### src/rtl/sig_chk_pkg.sv
package sig_chk_pkg;

  // Serial slave framing phase
  typedef enum logic [1:0] {
    PH_CMD = 2'd0,  // collecting a command byte
    PH_WR  = 2'd1,  // collecting the 16-bit re-arm word
    PH_RD  = 2'd2   // shifting the captured checksum out
  } phase_e;

  // Line feeding the signature register
  typedef enum logic {
    MON_IN  = 1'b0,  // controller-to-slave data
    MON_OUT = 1'b1   // slave-to-controller data
  } mon_e;

  function automatic int max3(input int a, input int b, input int c);
    int m;
    m = (a > b) ? a : b;
    return (m > c) ? m : c;
  endfunction

endpackage

### src/rtl/sig_chk_sync.sv
module sig_chk_sync #(
  parameter int               WIDTH   = 1,
  parameter int               STAGES  = 2,
  parameter logic [WIDTH-1:0] RST_VAL = '0
) (
  input  logic             clk,
  input  logic             rst_n,
  input  logic [WIDTH-1:0] d,
  output logic [WIDTH-1:0] q
);

  generate
    for (genvar s = 0; s < STAGES; s++) begin : g_stage
      logic [WIDTH-1:0] r;
      logic [WIDTH-1:0] r_d;
      if (s == 0) begin : g_first
        assign r_d = d;
      end else begin : g_rest
        assign r_d = g_stage[s-1].r;
      end
      always_ff @(posedge clk or negedge rst_n) begin
        if (!rst_n) r <= RST_VAL;
        else        r <= r_d;
      end
    end
  endgenerate

  assign q = g_stage[STAGES-1].r;

endmodule

### src/rtl/sig_chk_lfsr.sv
module sig_chk_lfsr #(
  parameter int           W    = 16,
  parameter logic [W-1:0] TAPS = 16'h002D,
  parameter logic [W-1:0] SEED = '1
) (
  input  logic         clk,
  input  logic         rst_n,
  input  logic         step,
  input  logic         din,
  input  logic         clear,
  output logic [W-1:0] q,
  output logic [W-1:0] q_nxt
);

  logic [W-1:0] q_r;
  logic [W-1:0] shifted;
  logic [W-1:0] fb_mask;

  // Shift up, insert the serial bit at the bottom, fold the top bit into the taps
  always_comb begin
    shifted = {q_r[W-2:0], din};
    fb_mask = q_r[W-1] ? TAPS : '0;
    if (clear)     q_nxt = SEED;
    else if (step) q_nxt = shifted ^ fb_mask;
    else           q_nxt = q_r;
  end

  always_ff @(posedge clk or negedge rst_n) begin
    if (!rst_n)            q_r <= SEED;
    else if (clear | step) q_r <= q_nxt;
  end

  assign q = q_r;

endmodule

### src/rtl/sig_chk_frame.sv
module sig_chk_frame
  import sig_chk_pkg::*;
#(
  parameter int              W        = 16,
  parameter int              CMD_W    = 8,
  parameter logic [CMD_W-1:0] RD_CMD  = 8'h45,
  parameter logic [CMD_W-1:0] WR_CMD  = 8'h05,
  parameter int              WR_W     = 16,
  parameter logic [WR_W-1:0] KEY_IN   = 16'h0000,
  parameter logic [WR_W-1:0] KEY_OUT  = 16'hFF00,
  parameter int              ONES_LEN = 32
) (
  input  logic         clk,
  input  logic         rst_n,
  input  logic         sclk_s,
  input  logic         cs_n_s,
  input  logic         mosi_s,
  input  logic [W-1:0] lfsr_nxt,
  output logic         step,
  output logic         din,
  output logic         clear,
  output logic         miso,
  output logic         in_rd,
  output logic         in_wr,
  output logic         mode_out
);

  localparam int CNT_MAX = max3(W, CMD_W, WR_W);
  localparam int CNT_W   = $clog2(CNT_MAX);
  localparam int ONES_W  = $clog2(ONES_LEN);
  localparam logic [CNT_W-1:0]  CMD_LAST  = CNT_W'(CMD_W - 1);
  localparam logic [CNT_W-1:0]  WR_LAST   = CNT_W'(WR_W - 1);
  localparam logic [CNT_W-1:0]  RD_LAST   = CNT_W'(W - 1);
  localparam logic [ONES_W-1:0] ONES_LAST = ONES_W'(ONES_LEN - 1);

  // Registers
  logic              sclk_d_q;
  phase_e            phase_q,  phase_d;
  mon_e              mode_q,   mode_d;
  logic [CNT_W-1:0]  cnt_q,    cnt_d;
  logic [CMD_W-1:0]  cmd_sh_q, cmd_sh_d;
  logic [WR_W-1:0]   wr_sh_q,  wr_sh_d;
  logic [W-1:0]      shadow_q, shadow_d;
  logic [ONES_W-1:0] ones_q,   ones_d;

  // Combinational helpers
  logic             act;
  logic [CMD_W-1:0] cmd_word;
  logic [WR_W-1:0]  wr_word;
  logic             ones_hit;
  logic             wr_done;
  logic             key_in_hit;
  logic             key_out_hit;

  assign act      = sclk_s & ~sclk_d_q & ~cs_n_s;
  assign cmd_word = {cmd_sh_q[CMD_W-2:0], mosi_s};
  assign wr_word  = {wr_sh_q[WR_W-2:0], mosi_s};
  assign ones_hit = act & mosi_s & (ones_q == ONES_LAST);
  assign wr_done  = act & (phase_q == PH_WR) & (cnt_q == WR_LAST);
  assign key_in_hit  = wr_done & (wr_word == KEY_IN);
  assign key_out_hit = wr_done & (wr_word == KEY_OUT);

  // Step grant: incoming mode folds all bits except write data,
  // outgoing mode folds only the bits being driven during a readout
  always_comb begin
    step = 1'b0;
    if (act) begin
      if (mode_q == MON_IN) step = (phase_q != PH_WR);
      else                  step = (phase_q == PH_RD);
    end
    din   = (mode_q == MON_OUT) ? shadow_q[W-1] : mosi_s;
    clear = ones_hit | key_in_hit | key_out_hit;
  end

  // Consecutive-ones counter for the serial re-arm
  always_comb begin
    ones_d = ones_q;
    if (act) begin
      if (!mosi_s)       ones_d = '0;
      else if (ones_hit) ones_d = '0;
      else               ones_d = ones_q + 1'b1;
    end
  end

  // Monitored-line selection
  always_comb begin
    mode_d = mode_q;
    if (ones_hit | key_in_hit) mode_d = MON_IN;
    else if (key_out_hit)      mode_d = MON_OUT;
  end

  // Framing and command decode
  always_comb begin
    phase_d  = phase_q;
    cnt_d    = cnt_q;
    cmd_sh_d = cmd_sh_q;
    wr_sh_d  = wr_sh_q;
    shadow_d = shadow_q;
    if (cs_n_s) begin
      phase_d = PH_CMD;
      cnt_d   = '0;
    end else if (act) begin
      if (ones_hit) begin
        phase_d = PH_CMD;
        cnt_d   = '0;
      end else begin
        unique case (phase_q)
          PH_CMD: begin
            cmd_sh_d = cmd_word;
            if (cnt_q == CMD_LAST) begin
              cnt_d = '0;
              if (cmd_word == RD_CMD) begin
                phase_d  = PH_RD;
                shadow_d = lfsr_nxt;
              end else if (cmd_word == WR_CMD) begin
                phase_d = PH_WR;
              end
            end else begin
              cnt_d = cnt_q + 1'b1;
            end
          end
          PH_WR: begin
            wr_sh_d = wr_word;
            if (cnt_q == WR_LAST) begin
              phase_d = PH_CMD;
              cnt_d   = '0;
            end else begin
              cnt_d = cnt_q + 1'b1;
            end
          end
          PH_RD: begin
            shadow_d = {shadow_q[W-2:0], 1'b0};
            if (cnt_q == RD_LAST) begin
              phase_d = PH_CMD;
              cnt_d   = '0;
            end else begin
              cnt_d = cnt_q + 1'b1;
            end
          end
          default: begin
            phase_d = PH_CMD;
            cnt_d   = '0;
          end
        endcase
      end
    end
  end

  always_ff @(posedge clk or negedge rst_n) begin
    if (!rst_n) begin
      sclk_d_q <= 1'b0;
      phase_q  <= PH_CMD;
      mode_q   <= MON_IN;
      cnt_q    <= '0;
      cmd_sh_q <= '0;
      wr_sh_q  <= '0;
      shadow_q <= '0;
      ones_q   <= '0;
    end else begin
      sclk_d_q <= sclk_s;
      phase_q  <= phase_d;
      mode_q   <= mode_d;
      cnt_q    <= cnt_d;
      cmd_sh_q <= cmd_sh_d;
      wr_sh_q  <= wr_sh_d;
      shadow_q <= shadow_d;
      ones_q   <= ones_d;
    end
  end

  assign miso     = (phase_q == PH_RD) & shadow_q[W-1];
  assign in_rd    = (phase_q == PH_RD);
  assign in_wr    = (phase_q == PH_WR);
  assign mode_out = (mode_q == MON_OUT);

endmodule

### src/rtl/sig_chk_top.sv
module sig_chk_top #(
  parameter int                LFSR_W      = 16,
  parameter logic [LFSR_W-1:0] TAP_MASK    = 16'h002D,
  parameter int                CMD_W       = 8,
  parameter logic [CMD_W-1:0]  RD_CMD      = 8'h45,
  parameter logic [CMD_W-1:0]  WR_CMD      = 8'h05,
  parameter int                WR_W        = 16,
  parameter logic [WR_W-1:0]   KEY_IN      = 16'h0000,
  parameter logic [WR_W-1:0]   KEY_OUT     = 16'hFF00,
  parameter int                ONES_LEN    = 32,
  parameter int                SYNC_STAGES = 2
) (
  input  logic clk,
  input  logic rst_n,
  input  logic spi_sclk,
  input  logic spi_cs_n,
  input  logic spi_mosi,
  output logic spi_miso
);

  localparam logic [LFSR_W-1:0] SEED = '1;

  logic              rst_sn;
  logic [2:0]        pins_s;
  logic              sclk_s;
  logic              cs_n_s;
  logic              mosi_s;
  logic              lfsr_step;
  logic              lfsr_din;
  logic              lfsr_clear;
  logic [LFSR_W-1:0] lfsr_q;
  logic [LFSR_W-1:0] lfsr_nxt;
  logic              in_rd;
  logic              in_wr;
  logic              mode_out;

  // Reset: asserted asynchronously, released on the clock
  sig_chk_sync #(.WIDTH(1), .STAGES(SYNC_STAGES), .RST_VAL(1'b0)) rst_sync_i (
    .clk   (clk),
    .rst_n (rst_n),
    .d     (1'b1),
    .q     (rst_sn)
  );

  // Serial pins into the system clock domain
  sig_chk_sync #(.WIDTH(3), .STAGES(SYNC_STAGES), .RST_VAL(3'b010)) pin_sync_i (
    .clk   (clk),
    .rst_n (rst_sn),
    .d     ({spi_sclk, spi_cs_n, spi_mosi}),
    .q     (pins_s)
  );

  assign sclk_s = pins_s[2];
  assign cs_n_s = pins_s[1];
  assign mosi_s = pins_s[0];

  sig_chk_frame #(
    .W        (LFSR_W),
    .CMD_W    (CMD_W),
    .RD_CMD   (RD_CMD),
    .WR_CMD   (WR_CMD),
    .WR_W     (WR_W),
    .KEY_IN   (KEY_IN),
    .KEY_OUT  (KEY_OUT),
    .ONES_LEN (ONES_LEN)
  ) frame_i (
    .clk      (clk),
    .rst_n    (rst_sn),
    .sclk_s   (sclk_s),
    .cs_n_s   (cs_n_s),
    .mosi_s   (mosi_s),
    .lfsr_nxt (lfsr_nxt),
    .step     (lfsr_step),
    .din      (lfsr_din),
    .clear    (lfsr_clear),
    .miso     (spi_miso),
    .in_rd    (in_rd),
    .in_wr    (in_wr),
    .mode_out (mode_out)
  );

  sig_chk_lfsr #(.W(LFSR_W), .TAPS(TAP_MASK), .SEED(SEED)) lfsr_i (
    .clk   (clk),
    .rst_n (rst_sn),
    .step  (lfsr_step),
    .din   (lfsr_din),
    .clear (lfsr_clear),
    .q     (lfsr_q),
    .q_nxt (lfsr_nxt)
  );

endmodule

### config.mk
export PLATFORM = sky130hd
export DESIGN_NAME = sig_chk_top
export DESIGN_NICKNAME = d
export VERILOG_FILES = /design/src/rtl/sig_chk_pkg.sv /design/src/rtl/sig_chk_sync.sv /design/src/rtl/sig_chk_lfsr.sv /design/src/rtl/sig_chk_frame.sv /design/src/rtl/sig_chk_top.sv
export SDC_FILE = /design/constraint.sdc
export NUM_CORES = 1
export LEC_CHECK = 0
export BUFFER_PORTS_ARGS = -buffer_cell sky130_fd_sc_hd__buf_2
export CORE_UTILIZATION = 50
export DETAILED_ROUTE_END_ITERATION = 10
export PLACE_DENSITY = 0.76
export SETUP_SLACK_MARGIN = 0.3
export SYNTH_ARGS = -nofsm -noshare
export SYNTH_HDL_FRONTEND = slang
export SYNTH_SLANG_ARGS = --single-unit
### constraint.sdc
create_clock -name clk -period 5.4 [get_ports clk]
set_clock_uncertainty 0.2 [all_clocks]
set_input_delay 0.27 -clock clk [delete_from_list [all_inputs] [get_ports clk]]
set_output_delay 0.27 -clock clk [all_outputs]
set_load 0.01 [all_outputs]
==> impl_results.md <==
* Run status: finished, final reports clean
* Via Count at 2419
* CP required at 5.42 ns
* Share of cells above drive strength 1 at 35.9%
* Nets at 333
* Clock Tree Root: clkbuf_8
* Fin crit period at 2.88 ns
* # port buffers at 5
* Largest family of logic cells by synthesized area: simple AND/OR/NAND/NOR gates
* Worst slew margin at 40.7%
* Post-synthesis adder-cell area fraction at 2.27%
* Final period util at 53.3%
* F_max at about 350 MHz
* Area growth syn-to-layout at 7.04%
* Initial Util at approximately 52%
* Post-synthesis mux area share at approximately 13%
* Die footprint at between 8000 and 9000 sq um
* CP Capture Type: register
* Critical Path AT at 2.90 ns
* Area of the mapped netlist at approximately 3900 sq um
* CP Launch Point: frame_i.phase_q[0]
* Area of the multi-input gates at 1780 sq um
* Vias per cell at 5.69
* Site Rows at 31
* Iteration count of the initial detailed-routing pass at 4
* Seq. cell area at 1900 sq um
* Clk sinks at 75
* Post-synthesis compound-gate area fraction at a little over an eighth
* Crit Path Category: register to register
* DRC at 0
* Avg WL per Cell at 15.3 um
* Synth Flop Type: dfrtp_1
* Routed WL at 6520 um
* First-pass GRT wire length at 11800 um
* Hold WS at 0.0323 ns
* Seq/Total Area, Yosys at 49.3%
* Grt ovf at 0
* CORE AREA at 7370 sq um
* Largest net degree at the start of global routing at 74
* Pins Over Slew Limit at 0
* Final Hold Violating Endpoints at 0
* Worst-Skew Late Latency at 0.35 ns
* Critical Path Start Type: register
* FFs w/ async S/R, synth at 100%
* Syn nets at 328
* Register bit total from synthesis at 75
* Synthesized area per cell at between 10 and 15 sq um
* # fillers at 624
* Static leakage at approximately 1.9 nW
* Worst R2R Start: frame_i.phase_q[0]
* Most frequent cells in the layout: dfrtp_1, nand2_1, mux2_2
* H-tree depth at 3
* Synth Area in Simple Gates at 16.6%
* Final setup vio count at 0
* Gr usage total at 18.3%
* Setup TNS at 0 ns
* CTS clk-pin slew, worst paths at around 0.080 ns
* PwrDens at 325 nW/um^2
* Hold Crit Class: input port to async pin
* Post-synthesis cell type count at 54
* # IOs at 6
* Cells after Synth at 316
* Yosys synthesis warning count at 0
* Worst VDD drop at ~230 uV
* Maxcap violations at 0
* Die height at around 90 um
* CTS buffer count at 9
* Post-synth EDFFs at 0
* Vias in the first global route at 2485
* RSZ-0062 raised after global routing: false
* Initial drt markers at 151
* Longest Clk Path Bufs at 2
* Tightest Pin Transition at 0.890 ns
* Post-Synth XOR/XNOR Area at less than 1%
* Routed Antenna Nets at 0
* Most common cell after layout, fill and taps aside: dfrtp_1
* CTS tree: yes
* Initial antenna violation count at 0
* Diodes inserted at 0
* Final GP Congestion at about 0.73
* Die width at 89.8 um
* Hpwl dp at approximately 4100 um
* Finished Core Util at 56.0%
* Crit-path max FO at 34
registers in the layout (all words and copies together) (netlist names), 2 cells and up:
signal	cells
lfsr_i.q	16
frame_i.cnt_q	4
frame_i.cmd_sh_q	7
frame_i.shadow_q	16
frame_i.wr_sh_q	15
frame_i.ones_q	5
frame_i.phase_q	2
pin_sync_i.g_stage.r	3
pin_sync_i.q	3
worst max-delay path, stage by stage (launching register included):
cell and delay [ns]:
dfrtp_1 0.40, inv_1 0.08, ha_1 0.19, buf_4 0.25, and2_1 0.23, o21ai_4 0.55, mux2_2 0.42, o41ai_1 0.35
o21ai_2 0.08
metrics by stage:
stage / cell area, sq um / power (mW) / setup WS, ns / cells
6_report: 4130 / 1.34 / 2.52 / 425
5_1_grt: 4130 / 1.40 / 2.33 / 425
4_1_cts: 4130 / 1.35 / 2.52 / 425
3_5_place_dp: 3870 / 0.874 / 2.52 / 405
3_3_place_gp: 3870 / 0.862 / 2.62 / 405
2_1_floorplan: 3860 / 0.836 / 2.99 / 316
cell usage after synthesis, drive strengths merged, types with 7 or more instances:
library cell	instances	area share (%)
dfrtp	57	37
or3	17	2.8
or2b	9	2.0
buf	14	3.3
dfstp	18	12
nor2	11	1.1
o21ai	23	4.6
mux2	36	11
ha	7	2.3
nand3	9	1.3
nand2b	10	1.6
nand2	31	3.0
o41ai	16	5.6
per-layer routing:
layer  up-vias  wire length, um  track usage [%]
met5         -                0                0
met2        23             3180             29.2
li1       1155                -                -
met4         0              138             9.43
met1      1229             3070             23.8
met3        12              132             3.30
power breakdown:
group / total (mW) / leakage, nW / internal [mW] / switching, mW
logic: 0.173 / 0.839 / 0.0979 / 0.0751
clock network: 0.478 / 0.111 / 0.273 / 0.205
registers: 0.691 / 0.946 / 0.644 / 0.0470
total: 1.34 / 1.90 / 1.02 / 0.327
final cells by class:
type,count,share of cell area (%)
multi-input combinational,218,43.1
clock inverter,4,1.79
sequential,75,46.0
tap,99,3.00
timing repair buffer,12,2.12
clock buffer,12,3.52
inverter,5,0.455
kinds of logic (layout without fill, tap and decap cells):
| group | Yosys count | in the layout |
|---|---|---|
| adder cells (fa/ha/maj) | 7 | 7 |
| AO/OA/AOI/OAI | 55 | 55 |
| buffers and inverters | 23 | 33 |
| AND/OR/NAND/NOR | 110 | 110 |
| multiplexers | 41 | 41 |
| flip-flops | 75 | 75 |
| XOR/XNOR | 4 | 4 |
| other | 1 | 1 |
timing repair:
action                                 4_1_cts  5_1_grt
endpoints found under the hold margin        5        0
setup buffers                                0        0
resized for setup                            0        0
hold buffers                                 4        0
worst paths after layout:
kind / endpoint / slack (ns) / cells past startpoint
setup reg to reg: frame_i.shadow_q[1] / 2.52 / 8
max in group asynchronous: frame_i.wr_sh_q[1] / 4.15 / 1
min in group clk: pin_sync_i.q[1] / 0.16 / 0
hold reg to reg: pin_sync_i.q[1] / 0.16 / 0
hold / removal: rst_sync_i.q / 0.03 / 2
setup / recovery: frame_i.shadow_q[1] / 2.52 / 8
No activity file was read; power rests on OpenSTA's default activity.
